## config.mk

```make
export PLATFORM = sky130hd
export DESIGN_NAME = cmp_gated_timer
export DESIGN_NICKNAME = d
export VERILOG_FILES = /design/src/rtl/cgt_pkg.sv /design/src/rtl/cgt_sync.sv /design/src/rtl/cgt_tick.sv /design/src/rtl/cgt_gate.sv /design/src/rtl/cgt_count.sv /design/src/rtl/cmp_gated_timer.sv
export SDC_FILE = /design/constraint.sdc
export NUM_CORES = 1
export LEC_CHECK = 0
export BUFFER_PORTS_ARGS = -buffer_cell sky130_fd_sc_hd__buf_4
export CAP_MARGIN = 20
export CORE_ASPECT_RATIO = 1.5
export CORE_MARGIN = 5
export CORE_UTILIZATION = 52
export DETAILED_ROUTE_END_ITERATION = 8
export PLACE_DENSITY = 0.76
export SETUP_SLACK_MARGIN = 0.5
export SLEW_MARGIN = 30
export SYNTH_ARGS = -nofsm -noshare
export SYNTH_HDL_FRONTEND = slang
export SYNTH_SLANG_ARGS = --single-unit
export TNS_END_PERCENT = 50
```

## constraint.sdc

```tcl
create_clock -name clk_i -period 2.76 [get_ports clk_i]
set_input_delay 0.414 -clock clk_i [delete_from_list [all_inputs] [get_ports clk_i]]
set_output_delay 0.414 -clock clk_i [all_outputs]
set_load 0.02 [all_outputs]
```

## src/rtl/cgt_pkg.sv

```systemverilog
package cgt_pkg;
  typedef struct packed {
    logic clk_sel;   // 1: system clock, 0: system clock / 4
    logic hys1;
    logic hys2;
    logic gate_sel;  // 1: gate pin, 0: comparator 2
    logic sync_en;
  } ctl_t;

  localparam ctl_t CTL_RST = '{clk_sel: 1'b0, hys1: 1'b0, hys2: 1'b0,
                               gate_sel: 1'b1, sync_en: 1'b0};
endpackage

```

## src/rtl/cgt_sync.sv

```systemverilog
module cgt_sync #(
  parameter int W = 1
) (
  input  logic         clk_i,
  input  logic         rst_ni,
  input  logic [W-1:0] d_i,
  output logic [W-1:0] q_o
);
  logic [W-1:0] s1_q, s2_q;

  always_ff @(posedge clk_i or negedge rst_ni) begin
    if (!rst_ni) begin
      s1_q <= '0;
      s2_q <= '0;
    end else begin
      s1_q <= d_i;
      s2_q <= s1_q;
    end
  end

  assign q_o = s2_q;
endmodule

```

## src/rtl/cgt_tick.sv

```systemverilog
module cgt_tick #(
  parameter int PRESC_W  = 2,
  parameter int DIV_LOG2 = 2
) (
  input  logic               clk_i,
  input  logic               rst_ni,
  input  logic               on_i,
  input  logic               clk_sel_i,
  input  logic [PRESC_W-1:0] presc_i,
  output logic               rise_o,
  output logic               fall_o
);
  localparam int PH_W = DIV_LOG2 + (1 << PRESC_W) - 1;
  localparam logic [PH_W:0] ONE  = (PH_W+1)'(1);
  localparam logic [PH_W:0] TWO  = (PH_W+1)'(2);
  localparam logic [PH_W:0] BDIV = (PH_W+1)'(1 << DIV_LOG2);

  logic [PH_W-1:0] ph_q;
  logic [PH_W:0]   per, ph_x;

  always_comb begin
    per    = (clk_sel_i ? ONE : BDIV) << presc_i;
    ph_x   = {1'b0, ph_q};
    rise_o = on_i && (ph_x >= per - ONE);
    // falling strobe sits one cycle ahead of the rising one
    fall_o = on_i && ((per == ONE) || (ph_x == per - TWO));
  end

  always_ff @(posedge clk_i or negedge rst_ni) begin
    if (!rst_ni)               ph_q <= '0;
    else if (!on_i || rise_o)  ph_q <= '0;
    else                       ph_q <= ph_q + 1'b1;
  end
endmodule

```

## src/rtl/cgt_gate.sv

```systemverilog
module cgt_gate (
  input  logic clk_i,
  input  logic rst_ni,
  input  logic pin_s_i,
  input  logic c2_s_i,
  input  logic gate_sel_i,
  input  logic sync_en_i,
  input  logic fall_i,
  output logic c2_lat_o,
  output logic gate_o
);
  logic c2_lat_q;

  always_ff @(posedge clk_i or negedge rst_ni) begin
    if (!rst_ni)     c2_lat_q <= 1'b0;
    else if (fall_i) c2_lat_q <= c2_s_i;
  end

  assign c2_lat_o = c2_lat_q;
  assign gate_o   = gate_sel_i ? pin_s_i : (sync_en_i ? c2_lat_q : c2_s_i);
endmodule

```

## src/rtl/cgt_count.sv

```systemverilog
module cgt_count #(
  parameter int CNT_W = 16
) (
  input  logic             clk_i,
  input  logic             rst_ni,
  input  logic             inc_i,
  output logic [CNT_W-1:0] cnt_o,
  output logic             ovf_o
);
  logic [CNT_W-1:0] cnt_q;
  logic             ovf_q;

  always_ff @(posedge clk_i or negedge rst_ni) begin
    if (!rst_ni) begin
      cnt_q <= '0;
      ovf_q <= 1'b0;
    end else begin
      ovf_q <= inc_i && (&cnt_q);
      if (inc_i) cnt_q <= cnt_q + 1'b1;
    end
  end

  assign cnt_o = cnt_q;
  assign ovf_o = ovf_q;
endmodule

```

## src/rtl/cmp_gated_timer.sv

```systemverilog
module cmp_gated_timer #(
  parameter int CNT_W    = 16,
  parameter int PRESC_W  = 2,
  parameter int DIV_LOG2 = 2
) (
  input  logic               clk_i,
  input  logic               rst_ni,
  input  logic               gate_pin_i,
  input  logic               cmp1_i,
  input  logic               cmp2_i,
  input  logic               tmr_on_i,
  input  logic               gate_en_i,
  input  logic [PRESC_W-1:0] presc_i,
  input  logic               ctl_we_i,
  input  logic [7:0]         ctl_wdata_i,
  output logic [7:0]         ctl_rdata_o,
  output logic [CNT_W-1:0]   count_o,
  output logic               ovf_o
);
  import cgt_pkg::*;

  ctl_t       ctl_q;
  logic [2:0] sync_q;
  logic       pin_s, c1_s, c2_s;
  logic       rise_stb, fall_stb, gate_lvl, c2_lat, inc;

  always_ff @(posedge clk_i or negedge rst_ni) begin
    if (!rst_ni)       ctl_q <= CTL_RST;
    else if (ctl_we_i) ctl_q <= ctl_t'(ctl_wdata_i[4:0]);
  end

  cgt_sync #(.W(3)) u_sync (
    .clk_i (clk_i),
    .rst_ni(rst_ni),
    .d_i   ({gate_pin_i, cmp1_i, cmp2_i}),
    .q_o   (sync_q)
  );
  assign {pin_s, c1_s, c2_s} = sync_q;

  cgt_tick #(.PRESC_W(PRESC_W), .DIV_LOG2(DIV_LOG2)) u_tick (
    .clk_i    (clk_i),
    .rst_ni   (rst_ni),
    .on_i     (tmr_on_i),
    .clk_sel_i(ctl_q.clk_sel),
    .presc_i  (presc_i),
    .rise_o   (rise_stb),
    .fall_o   (fall_stb)
  );

  cgt_gate u_gate (
    .clk_i     (clk_i),
    .rst_ni    (rst_ni),
    .pin_s_i   (pin_s),
    .c2_s_i    (c2_s),
    .gate_sel_i(ctl_q.gate_sel),
    .sync_en_i (ctl_q.sync_en),
    .fall_i    (fall_stb),
    .c2_lat_o  (c2_lat),
    .gate_o    (gate_lvl)
  );

  assign inc = tmr_on_i && rise_stb && (!gate_en_i || gate_lvl);

  cgt_count #(.CNT_W(CNT_W)) u_count (
    .clk_i (clk_i),
    .rst_ni(rst_ni),
    .inc_i (inc),
    .cnt_o (count_o),
    .ovf_o (ovf_o)
  );

  assign ctl_rdata_o = {c1_s, c2_s, 1'b0, ctl_q};
endmodule

```

Word level (Yosys, flattened, before mapping). Cells that the tools add are included.

Register bits after elaboration: 34. Input bits: 18. Output and inout bits: 25.

Add/sub/neg operators: 4. Order comparisons: 1. Equality and inequality tests: 2. Shift operators: 1. Mux-type cells: 4. Reductions and logical operators: 11.

Operators by type and width (count): 16-bit by 1-bit adder with 16-bit output, second input constant (1); 16-bit AND reduction (1); 5-bit by 6-bit equality test with 1-bit output (1); 6-bit by 1-bit equality test with 1-bit output, second input constant (1); 5-bit by 6-bit greater-or-equal comparator with 1-bit output (1); 6-bit by 2-bit << shifter with 6-bit output (1); 6-bit by 1-bit subtractor with 6-bit output, second input constant (1); 6-bit by 2-bit subtractor with 6-bit output, second input constant (1); 5-bit by 1-bit adder with 5-bit output, second input constant (1); 1-bit logical AND (5); 5-bit two-way mux (1); 1-bit logical OR (3); 3-bit two-way mux (1); 1-bit logical NOT (2); 1-bit two-way mux (2).

Logic depth before layout (Yosys ltp). Gate-level depths: netlist of run 1.

Depth in word-level cells: 8. Gate-level depth with buffers: 11. Mapped depth without buffers: 9.

Cells and area by module. From an unflattened synthesis of run 1, not the netlist that was laid out.

Cell total of the unflattened synthesis: 142. Area, all modules: 1649.1 µm².

Modules (own cells, without submodules): cgt_count (instances 1, cells each 68, area each 779.5 µm², sequential area each 425.4 µm²); cgt_tick (instances 1, cells each 48, area each 454.2 µm², sequential area each 125.1 µm²); cmp_gated_timer (instances 1, cells each 15, area each 206.4 µm², sequential area each 126.4 µm²); cgt_sync (instances 1, cells each 6, area each 150.1 µm², sequential area each 150.1 µm²); cgt_gate (instances 1, cells each 5, area each 58.8 µm², sequential area each 25.0 µm²).

Worst setup path before layout of run 1. OpenSTA, ideal clock, no wires.

Kind: input-to-reg. From: input port presc_i[1]. To: register u_count.cnt_q[12], in the netlist u_count.cnt_o[12]. Data arrival time: 2.226 ns. Data required time: 2.680 ns. Slack: 0.454 ns. Stages: 11. Buffers on the path: 2. Path through: nand2b_1 > nor2_1 > inv_1 > ha_1 > nor3b_1 > o21a_1 > or3_1 > buf_2 > buf_6 > nor3_1 > xor2_1.

Cells in the longest elaborated chain, start to end: 6.

RTL lines: start, declared (line cmp_gated_timer.sv:13) `input logic [PRESC_W-1:0] presc_i,`; 6-bit by 2-bit << shifter with 6-bit output (line cgt_tick.sv:22) `per = (clk_sel_i ? ONE : BDIV) << presc_i;`; 6-bit by 1-bit subtractor with 6-bit output (line cgt_tick.sv:24) `rise_o = on_i && (ph_x >= per - ONE);`; 5-bit by 6-bit greater-or-equal comparator with 1-bit output (line cgt_tick.sv:24); 1-bit logical AND (line cgt_tick.sv:24); 1-bit logical AND (2 in series) (line cmp_gated_timer.sv:62) `assign inc = tmr_on_i && rise_stb && (!gate_en_i || gate_lvl);`; end signal, assigned (line cgt_count.sv:19) `if (inc_i) cnt_q <= cnt_q + 1'b1;`; end, declared (line cgt_count.sv:10) `logic [CNT_W-1:0] cnt_q;`.

Every way passes these cells. A chain may end at the register's enable or synchronous reset.

Final worst setup path of run 1.
From: register ctl_q, in the netlist ctl_rdata_o[4]. To: register u_count.cnt_q[1], in the netlist u_count.cnt_o[1].

Cells in the longest elaborated chain, start to end: 7.

RTL lines: start, declared (line cmp_gated_timer.sv:22) `ctl_t ctl_q;`; start signal, assigned (line cmp_gated_timer.sv:29) `else if (ctl_we_i) ctl_q <= ctl_t'(ctl_wdata_i[4:0]);`; 3-bit two-way mux (line cgt_tick.sv:22); 6-bit by 2-bit << shifter with 6-bit output (line cgt_tick.sv:22); 6-bit by 1-bit subtractor with 6-bit output (line cgt_tick.sv:24); 5-bit by 6-bit greater-or-equal comparator with 1-bit output (line cgt_tick.sv:24); 1-bit logical AND (line cgt_tick.sv:24); 1-bit logical AND (2 in series) (line cmp_gated_timer.sv:62).

Every way passes these cells.

==> key figures, run 1 <==
Critical path
  – FF-to-FF path depth: 10
  – RR Startpoint: ctl_rdata_o[4]
  – Buf/Inv on CP: 3
  – WS Path Type: flop to flop
  – Critical path's top delay family: simple AND/OR/NAND/NOR gates
  – CP startpoint: ctl_rdata_o[4]
  – CP max stage delay: 450 ps
  – Crit-path max FO: 8
  – CP arrival: 2500 ps
  – Worst R2R End: u_count.cnt_o[1]
  – Critical path's slowest cell: dfrtp_2
  – Reg2reg setup slack: 420 ps
  – Startpoint types: flop
  – Worst path cell trace: nand2b_4 -> nor2_4 -> inv_1 -> ha_4 -> nor3b_1 -> o21a_1 -> or3_4 -> buf_12 -> buf_6 -> mux2_4
  – Required time of the critical path: 2920 ps
  – Worst setup EP type: flop

Die
  – DIE WIDTH: 56.6 um
  – Die Ht: 79.9 um
  – Core area: 3160 sq um
  – Boundary Pins: 43
  – Num rows: 25
  – Initial core utilization: 53.6%
  – Die area: 4520 sq um

Worst hold path
  – Min-Delay Path Class: input pin to async pin

Power
  – Leakage power: 1.16 nW
  – Int Pwr: 0.000936 W
  – Switching part of the total power: 28.1%
  – Power per cell area: 564 nW/um^2
  – Max VDD drop: 0.666 mV
  – Sw power: 0.000365 W
  – Flop pwr share: 45.8%
  – Combinational share of power: 21.8%
  – Clock network power share: 32.4%

Yosys
  – Synth Flop Type: dfrtp_1
  – Most frequent cell after synthesis: dfrtp_1
  – Synth cell count leaders: dfrtp_1, nor2_1, xor2_1
  – Post-synthesis mux area share: 4.88%
  – Compound-cell area share of the yosys netlist: 6.36%
  – Ranking of synthesized cells by area: dfrtp_1, xor2_1, ha_1, mux2_2, xnor2_1
  – Asr flop ratio synth: 100%
  – Post-Synth XOR/XNOR Area: 9.31%
  – Ys Warns: 0
  – Post-Syn Area: 1690 sq um
  – Sequential area share after synthesis: 50.3%
  – Adder-cell share of the synthesized area: 5.17%
  – Cell taking the most area after synthesis: dfrtp_1
  – Post-Syn Instances: 156
  – #FFs+latches synth: 34
  – Largest family of logic cells by synthesized area: simple AND/OR/NAND/NOR gates
  – Post-synth EDFFs: 0
  – Yosys cell types: 39
  – Net Count, Synth: 181
  – Area share of and/or/nand/nor cells after synthesis: 18.1%
  – Avg Cell Area, Syn: 10.9 sq um
  – Proportion of netlist area held by the largest area contributor: 48.8%

Final layout
  – Total Nets Final: 226
  – Share of cells above drive strength 1: 38.1%
  – ANT cells: 0
  – Area growth, synth to finish: 36.3%

STA
  – RSZ-0062 raised after global routing: true
  – Final clock skew: 7.30 ps
  – Final setup fails: 0
  – Final worst setup slack: 422 ps
  – Final hold vios: 0
  – Max-slew violation count: 0
  – Fmax: 0.428 GHz
  – Tmin final: 2340 ps
  – Least-Margin Pin Slew: 549 ps
  – Fin crit share: 84.7%
  – Slew headroom: 63.0%
  – Setup_tns: 0 ps

CTS
  – Max clock buf depth: 2
  – Cts-stage hold buffer count: 0
  – Clock sink count: 34
  – Htree depth: 2
  – Clk_lat worst skew: 280 ps
  – CTS tree: built
  – Num CTS Buffers: 5
  – Worst-path clk slew: 70 ps
  – Clk root buf: clkbuf_8

Job
  – Max Cap Viol: 0

Route
  – Routed wire length per instance: 16.9 um
  – Drt drc: 0
  – Detailed Route Iter0 Violations: 64
  – Post-route ant nets: 0
  – DR pass1 iterations: 4
  – Via/cell ratio: 5.47
  – DR vias: 1324
  – Routed WL: 4.09 mm

Global routing
  – First-pass GRT wire length: 6.67 mm
  – Initial antenna violation count: 0
  – Vias in the first global route: 1455
  – Grt total ovfl: 0
  – Pin count of the biggest net entering global routing: 35
  – GRT Util Overall: 19.2%

Outcome
  – Status: complete, no violations

Place
  – DPL Wire Length: 2.78 mm
  – GP Congestion: 0.808
  – Place WS: 114 ps
  – Input/output buffers: 38
[registers in the layout, summed over array words and instances, names as in the netlist]
signal / flops
u_count.ovf_o: 1
u_count.cnt_o: 16
u_sync.s1_q: 3
u_tick.ph_q: 5
ctl_rdata_o: 5
u_gate.c2_lat_o: 1
u_sync.q_o: 3
[placed cells by master, fill, tap and decap left out, drive strengths merged]
cell    Yosys  final
o21ai       4      4
a211o       1      1
nor3        7      7
nor2       12     12
buf         7     44
a32oi       1      1
clkbuf      0      9
nor4        6      6
xnor2       6      6
nor3b       2      2
o221ai      1      1
or3b        1      1
nand3       5      5
nor2b       3      3
dfstp       1      1
ha          7      7
o211ai      2      2
o21a        2      2
inv        11     11
a221oi      1      1
dfrtp      33     33
nand2b      2      2
or3         1      1
mux2        7      7
and3        2      2
xor2       12     12
a211oi      1      1
a41oi       1      1
conb        1      1
nand2      10     10
nand4       4      4
and2        1      1
and4b       1      1
[worst reg2reg max path, cell delays in order, from the launching register on]
cell	delay, ps
dfrtp_2	450
nand2b_4	90
nor2_4	110
inv_1	60
ha_4	270
nor3b_1	50
o21a_1	190
or3_4	420
buf_12	160
buf_6	120
mux2_4	290
[power groups by stage]
stage,Sequential [W],Clock [W],Combinational [W]
detailed placement,0.000602,0,0.000246
floorplan,0.000620,0,0.000123
finish,0.000596,0.000422,0.000283
global placement,0.000597,0,0.000229
CTS,0.000595,0.000435,0.000264
global route,0.000606,0.000460,0.000314
[how the worst max path moves through the flow]
| stage | end | slack (ps) | cells past startpoint |
|---|---|---|---|
| after floorplan | u_count.cnt_o[7] | 460 | 11 |
| after global placement | u_count.cnt_o[14] | 190 | 11 |
| after detailed placement | u_count.cnt_o[15] | 110 | 11 |
| after CTS | u_count.cnt_o[14] | 430 | 10 |
| after global routing | u_count.cnt_o[4] | 360 | 10 |
| final | u_count.cnt_o[1] | 420 | 10 |
[layer usage]
layer  up-vias  GRT usage (%)  wire length, um
met3         5           5.02              133
met4         0           7.84               54
li1        626              -                -
met1       663           19.3             1500
met5         -              0                0
met2        30           36.6             2400
[final cells by class]
| cell class | count | area [sq um] |
|---|---|---|
| multi-input combinational | 104 | 881 |
| inverter | 11 | 41.3 |
| tap | 40 | 50.0 |
| clock buffer | 8 | 110 |
| timing repair buffer | 45 | 372 |
| fill | 196 | 852 |
| sequential | 34 | 853 |
[repair_timing]
action / CTS / global route
pin swaps: 5 / 11
gates resized for setup: 16 / 9
cloned: 0 / 1
setup buffers: 4 / 1
setup endpoints to repair: 16 / 17
[cells by family (layout without fill, tap and decap cells)]
group           after synthesis  count (layout)
compound gates               14              14
flops                        34              34
buf+inv                      18              64
xor+xnor                     18              18
simple gates                 57              57
fa+ha+maj                     7               7
other cells                   1               1
mux                           7               7
[through the flow]
| stage | hold slack (ps) | power (W) | instance area [sq um] | instances | util [%] |
|---|---|---|---|---|---|
| floorplan | 118 | 0.000743 | 1700 | 156 | - |
| global placement | 332 | 0.000826 | 1990 | 228 | 62.9 |
| detailed placement | 337 | 0.000848 | 1990 | 228 | 62.9 |
| CTS | 70.2 | 0.00129 | 2210 | 240 | 70.1 |
| global route | 88.7 | 0.00138 | 2310 | 242 | 73.0 |
| finish | 70.6 | 0.00130 | 2310 | 242 | 73.0 |
Power figures use the tool's default switching activity.
==> inputs of run 2 (changes only) <==
CORE_UTILIZATION = 47   (was 52)
PLACE_DENSITY = 0.73   (was 0.76)
clock period = 2 ns   (was 2.76 ns; I/O delays follow)
==> run 2 against run 1 <==
The run now ends with negative setup slack left. Clock-buffer cell count is 2 lower. Sequential share of layout area is 3.1 points lower. Global-route usage is 0.20 points lower. Largest cell class unchanged. Largest power group unchanged. Highest routed layer unchanged.
==> key figures, run 2 (same netlist as run 1, synthesis figures left out) <==
STA
  – Tmin final: 2350 ps (was 2340 ps)
  – Final clock skew: 4.17 ps (was 7.30 ps)
  – RSZ-0062 raised after global routing: true (unchanged)
  – Fin crit share: 118% (was 84.7%)
  – Final setup fails: 17 (was 0)
  – Slew headroom: 54.8% (was 63.0%)
  – Fmax: 0.425 GHz (was 0.428 GHz)
  – Final worst setup slack: -353 ps (was 422 ps)
  – Final hold vios: 0 (unchanged)
  – Least-Margin Pin Slew: 676 ps (was 549 ps)
  – Max-slew violation count: 0 (unchanged)

Critical path
  – Crit-path max FO: 8 (unchanged)
  – CP arrival: 2550 ps (was 2500 ps)
  – Critical path's top delay family: simple AND/OR/NAND/NOR gates (unchanged)
  – Critical path's slowest cell: dfrtp_2 (unchanged)
  – WS Path Type: flop to flop (unchanged)
  – Worst setup EP type: flop (unchanged)
  – FF-to-FF path depth: 11 (was 10)
  – CP max stage delay: 470 ps (was 450 ps)
  – Required time of the critical path: 2190 ps (was 2920 ps)
  – RR Startpoint: ctl_rdata_o[4] (unchanged)
  – Reg2reg setup slack: -350 ps (was 420 ps)
  – Startpoint types: flop (unchanged)
  – Buf/Inv on CP: 3 (unchanged)
  – Worst path cell trace: nand2b_4 -> nor2_2 -> inv_1 -> ha_4 -> nor3b_1 -> o21a_1 -> or3_4 -> buf_4 -> buf_16 -> nor3_4 -> xor2_1 (was nand2b_4 -> nor2_4 -> inv_1 -> ha_4 -> nor3b_1 -> o21a_1 -> or3_4 -> buf_12 -> buf_6 -> mux2_4)
  – Worst R2R End: u_count.cnt_o[13] (was u_count.cnt_o[1])

Power
  – Flop pwr share: 46.1% (was 45.8%)
  – Total chip power: 0.00176 W (was 0.00130 W)
  – Power per cell area: 700 nW/um^2 (was 564 nW/um^2)
  – Switching part of the total power: 29.2% (was 28.1%)
  – Max VDD drop: 0.747 mV (was 0.666 mV)
  – Sw power: 0.000514 W (was 0.000365 W)
  – Leakage power: 1.26 nW (was 1.16 nW)
  – Combinational share of power: 26.0% (was 21.8%)
  – Int Pwr: 0.00125 W (was 0.000936 W)
  – Clock network power share: 27.9% (was 32.4%)

Place
  – DPL Wire Length: 2.77 mm (was 2.78 mm)
  – Inst Count DP: 242 (was 228)
  – GP Congestion: 0.887 (was 0.808)
  – Input/output buffers: 38 (unchanged)
  – Placed Area: 2140 sq um (was 1990 sq um)

Route
  – Routed wire length per instance: 16.6 um (was 16.9 um)
  – Routed WL: 4.29 mm (was 4.09 mm)
  – Via/cell ratio: 5.31 (was 5.47)
  – Detailed Route Iter0 Violations: 45 (was 64)
  – DR vias: 1370 (was 1324)
  – DR pass1 iterations: 4 (unchanged)
  – Drt drc: 0 (unchanged)
  – Post-route ant nets: 0 (unchanged)

Die
  – Die Ht: 83.5 um (was 79.9 um)
  – Boundary Pins: 43 (unchanged)
  – DIE WIDTH: 59 um (was 56.6 um)
  – Initial core utilization: 49.1% (was 53.6%)
  – Num rows: 26 (was 25)
  – Die area: 4930 sq um (was 4520 sq um)
  – Core area: 3450 sq um (was 3160 sq um)

Outcome
  – Status: complete, but fails checks (was complete, no violations)
  – Failing checks: negative setup slack

Final layout
  – Cell Count, Final, Fillers Out: 258 (was 242)
  – Total Nets Final: 242 (was 226)
  – Largest register FFs: 16 (unchanged)
  – Area growth, synth to finish: 48.7% (was 36.3%)
  – Commonest non-fill, non-tap cell in the layout: buf_4 (unchanged)
  – Most frequent cells in the layout: buf_4, dfrtp_1, xor2_1 (unchanged)
  – Share of cells above drive strength 1: 48.1% (was 38.1%)
  – ANT cells: 0 (unchanged)
  – Fin area: 2520 sq um (was 2310 sq um)

CTS
  – Clock sink count: 34 (unchanged)
  – Clk root buf: clkbuf_8 (unchanged)
  – Clk_lat worst skew: 280 ps (about the same)
  – Htree depth: 2 (unchanged)
  – CTS tree: built (unchanged)
  – Num CTS Buffers: 5 (unchanged)
  – Worst-path clk slew: 60 ps (was 70 ps)
  – Max clock buf depth: 2 (unchanged)

Global routing
  – Initial antenna violation count: 0 (unchanged)
  – Pin count of the biggest net entering global routing: 35 (unchanged)
  – Grt total ovfl: 0 (unchanged)
  – Vias in the first global route: 1463 (was 1455)
  – First-pass GRT wire length: 7.11 mm (was 6.67 mm)
  – GRT Util Overall: 19.0% (was 19.2%)

Worst hold path
  – Hold Path Sink: u_sync.s1_q[1]
  – Min-Delay Path Class: input pin to flop (was input pin to async pin)
  – Worst hold stages: 1
  – Hold path start: cmp1_i

Job
  – Max Cap Viol: 0 (unchanged)
[run 2: metal layers]
metal,up-vias,GRT usage (%),part of all wire [%]
met1,680,21.3,37
met5,-,0,0
li1,651,-,-
met3,5,4.80,3.6
met4,0,7.01,1.5
met2,34,33.4,58
[run 2: power by group through the flow]
stage / Sequential, W / Clock (W) / Combinational [W]
finish: 0.000812 / 0.000491 / 0.000459
global route: 0.000821 / 0.000531 / 0.000497
CTS: 0.000810 / 0.000498 / 0.000433
detailed placement: 0.000821 / 0 / 0.000388
global placement: 0.000815 / 0 / 0.000370
floorplan: 0.000856 / 0 / 0.000180
[run 2: worst register-to-register path, stage by stage (launching register included)]
cell	delay [ps]
dfrtp_2	470
nand2b_4	80
nor2_2	130
inv_1	80
ha_4	270
nor3b_1	40
o21a_1	190
or3_4	390
buf_4	170
buf_16	140
nor3_4	120
xor2_1	200
[run 2: area by class of cell]
cell class	count	area, sq um
multi-input combinational	104	968
fill	251	931
sequential	34	853
timing repair buffer	61	519
clock buffer	6	82.6
tap	42	52.6
inverter	11	41.3
[run 2: how the worst max path moves through the flow]
| stage | startpoint | to | slack, ps | depth (start not counted) |
|---|---|---|---|---|
| finish | ctl_rdata_o[4] | u_count.cnt_o[13] | -350 | 11 |
| global placement | presc_i[1] | u_count.cnt_o[14] | -360 | 11 |
| CTS | ctl_rdata_o[4] | u_count.cnt_o[14] | -280 | 10 |
| detailed placement | presc_i[1] | u_count.cnt_o[11] | -450 | 11 |
| floorplan | ctl_rdata_o[4] | u_count.cnt_o[13] | -200 | 11 |
| global route | ctl_rdata_o[4] | u_count.cnt_o[13] | -440 | 11 |
[run 2: through the flow]
| step | setup WS (ps) | hold WS, ps | setup TNS [ps] | util (%) |
|---|---|---|---|---|
| global route | -444 | 116 | -6330 | 73.0 |
| floorplan | -205 | 4.41 | -2790 | - |
| detailed placement | -447 | 268 | -5280 | 62.2 |
| global placement | -361 | 261 | -4310 | 62.2 |
| CTS | -277 | 120 | -3390 | 70.4 |
| finish | -353 | 124 | -4570 | 73.0 |
[run 2: repair_timing]
item,in CTS,in global routing
pin swaps,25,15
gates resized for setup,26,14
endpoints found under the hold margin,33,0
buffers inserted,4,4
gates cloned,1,0
hold buffers,1,0
endpoints found under the setup margin,23,23
==> inputs of run 3 (changes only) <==
MAX_ROUTING_LAYER = met4   (was not set)
RECOVER_POWER = 25   (was not set)
==> run 3 against run 2 <==
The flow still finishes with violations (negative setup slack). First-iteration DRC count increased by 13%. Global-route usage increased by 0.41 points. Register-to-register slack about the same. Critical path depth unchanged. Routed wire length about the same. Setup slack got worse by 0.89 ps. Sequential power about the same. Combinational power about the same. Power decreased by 0.19%. Via count increased by 0.58%. Sequential share of layout area about the same. Final cell count unchanged. Critical path type unchanged.
==> key figures, run 3 (same netlist as run 1, synthesis figures left out) <==
Outcome
  – Status: complete, but fails checks (unchanged)
  – Failing checks: negative setup slack (unchanged)

CTS
  – Clk_lat worst skew: 280 ps (about the same)
  – Max clock buf depth: 2 (unchanged)
  – CTS tree: built (unchanged)
  – Clock sink count: 34 (unchanged)
  – Htree depth: 2 (unchanged)
  – Num CTS Buffers: 5 (unchanged)
  – Worst-path clk slew: 60 ps (about the same)
  – Clk root buf: clkbuf_8 (unchanged)

Final layout
  – Fin area: 2510 sq um (was 2520 sq um)
  – Area growth, synth to finish: 48.6% (was 48.7%)
  – Sequential Area: 853 sq um (unchanged)
  – Final Util: 72.9% (was 73.0%)
  – Fill cells: 251 (unchanged)
  – Share of cells above drive strength 1: 48.1% (unchanged)
  – ANT cells: 0 (unchanged)
  – Commonest non-fill, non-tap cell in the layout: buf_4 (unchanged)
  – Total Nets Final: 242 (unchanged)
  – Area of the multi-input gates: 968 sq um (unchanged)
  – Largest register FFs: 16 (unchanged)
  – Most frequent cells in the layout: buf_4, dfrtp_1, xor2_1 (unchanged)

Route
  – DR vias: 1378 (was 1370)
  – Routed WL: 4.29 mm (about the same)
  – Routed wire length per instance: 16.6 um (about the same)
  – Post-route ant nets: 0 (unchanged)
  – Detailed Route Iter0 Violations: 51 (was 45)
  – Drt drc: 0 (unchanged)
  – DR pass1 iterations: 4 (unchanged)
  – Via/cell ratio: 5.34 (was 5.31)

Critical path
  – Critical path's top delay family: simple AND/OR/NAND/NOR gates (unchanged)
  – Buf/Inv on CP: 3 (unchanged)
  – WS Path Type: flop to flop (unchanged)
  – Critical path depth: 11 (unchanged)
  – Worst R2R End: u_count.cnt_o[13] (unchanged)
  – Reg2reg setup slack: -350 ps (about the same)
  – CP arrival: 2540 ps (was 2550 ps)
  – Worst setup EP type: flop (unchanged)
  – Worst path cell trace: nand2b_4 -> nor2_2 -> inv_1 -> ha_4 -> nor3b_1 -> o21a_1 -> or3_4 -> buf_4 -> buf_16 -> nor3_4 -> xor2_1 (unchanged)
  – Required time of the critical path: 2190 ps (about the same)
  – RR Startpoint: ctl_rdata_o[4] (unchanged)
  – CP max stage delay: 470 ps (about the same)
  – Critical path's slowest cell: dfrtp_2 (unchanged)
  – FF-to-FF path depth: 11 (unchanged)
  – Startpoint types: flop (unchanged)
  – Crit-path max FO: 8 (unchanged)

STA
  – Final setup fails: 17 (unchanged)
  – Final hold vios: 0 (unchanged)
  – Tmin final: 2350 ps (about the same)
  – RSZ-0062 raised after global routing: true (unchanged)
  – Least-Margin Pin Slew: 819 ps (was 676 ps)
  – Max-slew violation count: 0 (unchanged)
  – Fin crit share: 118% (about the same)
  – Final worst setup slack: -354 ps (was -353 ps)
  – Fmax: 0.425 GHz (about the same)
  – Final clock skew: 2.83 ps (was 4.17 ps)
  – Slew headroom: 45.4% (was 54.8%)

Global routing
  – Pin count of the biggest net entering global routing: 35 (unchanged)
  – First-pass GRT wire length: 7.11 mm (about the same)
  – GRT Util Overall: 19.4% (was 19.0%)
  – Vias in the first global route: 1463 (unchanged)
  – Initial antenna violation count: 0 (unchanged)
  – Grt total ovfl: 0 (unchanged)

Die
  – DIE WIDTH: 59 um (unchanged)
  – Num rows: 26 (unchanged)
  – Boundary Pins: 43 (unchanged)
  – Die Ht: 83.5 um (unchanged)
  – Core area: 3450 sq um (unchanged)
  – Die area: 4930 sq um (unchanged)
  – Initial core utilization: 49.1% (unchanged)

Place
  – Placed Area: 2140 sq um (unchanged)
  – DPL Wire Length: 2.77 mm (unchanged)
  – GP Congestion: 0.902 (was 0.887)
  – Input/output buffers: 38 (unchanged)

Power
  – Leakage power: 1.26 nW (about the same)
  – Max VDD drop: 0.748 mV (was 0.747 mV)
  – Power per cell area: 699 nW/um^2 (was 700 nW/um^2)
  – Total chip power: 0.00176 W (about the same)

Worst hold path
  – Hold Path Sink: u_sync.s1_q[1] (unchanged)
  – Hold path start: cmp1_i (unchanged)
  – Worst hold stages: 1 (unchanged)
  – Min-Delay Path Class: input pin to flop (unchanged)

Job
  – Max Cap Viol: 0 (unchanged)
-- run 3: timing repair --
item,in CTS,in global routing
gates resized for setup,26,14
endpoints found under the hold margin,33,0
buffers inserted,4,4
pin swaps,25,15
hold buffers,1,0
gates cloned,1,0
setup endpoints to repair,23,23
-- run 3: worst max path at each step --
stage	start	end	slack [ps]
2_1_floorplan	ctl_rdata_o[4]	u_count.cnt_o[13]	-200
3_3_place_gp	presc_i[1]	u_count.cnt_o[14]	-360
3_5_place_dp	presc_i[1]	u_count.cnt_o[11]	-450
4_1_cts	ctl_rdata_o[4]	u_count.cnt_o[14]	-280
5_1_grt	ctl_rdata_o[4]	u_count.cnt_o[13]	-440
6_report	ctl_rdata_o[4]	u_count.cnt_o[13]	-350
-- run 3: layout make-up --
type	count	area share (%)
multi-input cells	104	38.5
repair buffers	61	20.5
inverters	11	1.64
well taps	42	2.09
flip-flops and latches	34	33.9
clock buffers	6	3.28
-- run 3: metrics by stage --
stage	TNS, ps	setup WS (ps)	instances	hold slack [ps]
6_report	-4580	-354	258	150
5_1_grt	-6330	-444	258	140
4_1_cts	-3390	-277	254	120
3_5_place_dp	-5280	-447	242	268
3_3_place_gp	-4310	-361	242	261
2_1_floorplan	-2790	-205	156	4.41
-- run 3: layer usage --
layer | part of all wire (%) | vias up | track usage (%)
li1 | - | 650 | -
met1 | 38 | 693 | 21.5
met2 | 58 | 31 | 33.4
met3 | 2.6 | 4 | 4.02
met4 | 1.4 | 0 | 7.01
met5 | 0 | - | -
-- run 3: where the power goes --
part	total, W	leakage, nW	switching, W	internal, W
clock	0.000488	0.0431	0.000223	0.000265
combinational	0.000458	0.797	0.000229	0.000229
sequential	0.000812	0.419	0.0000595	0.000752
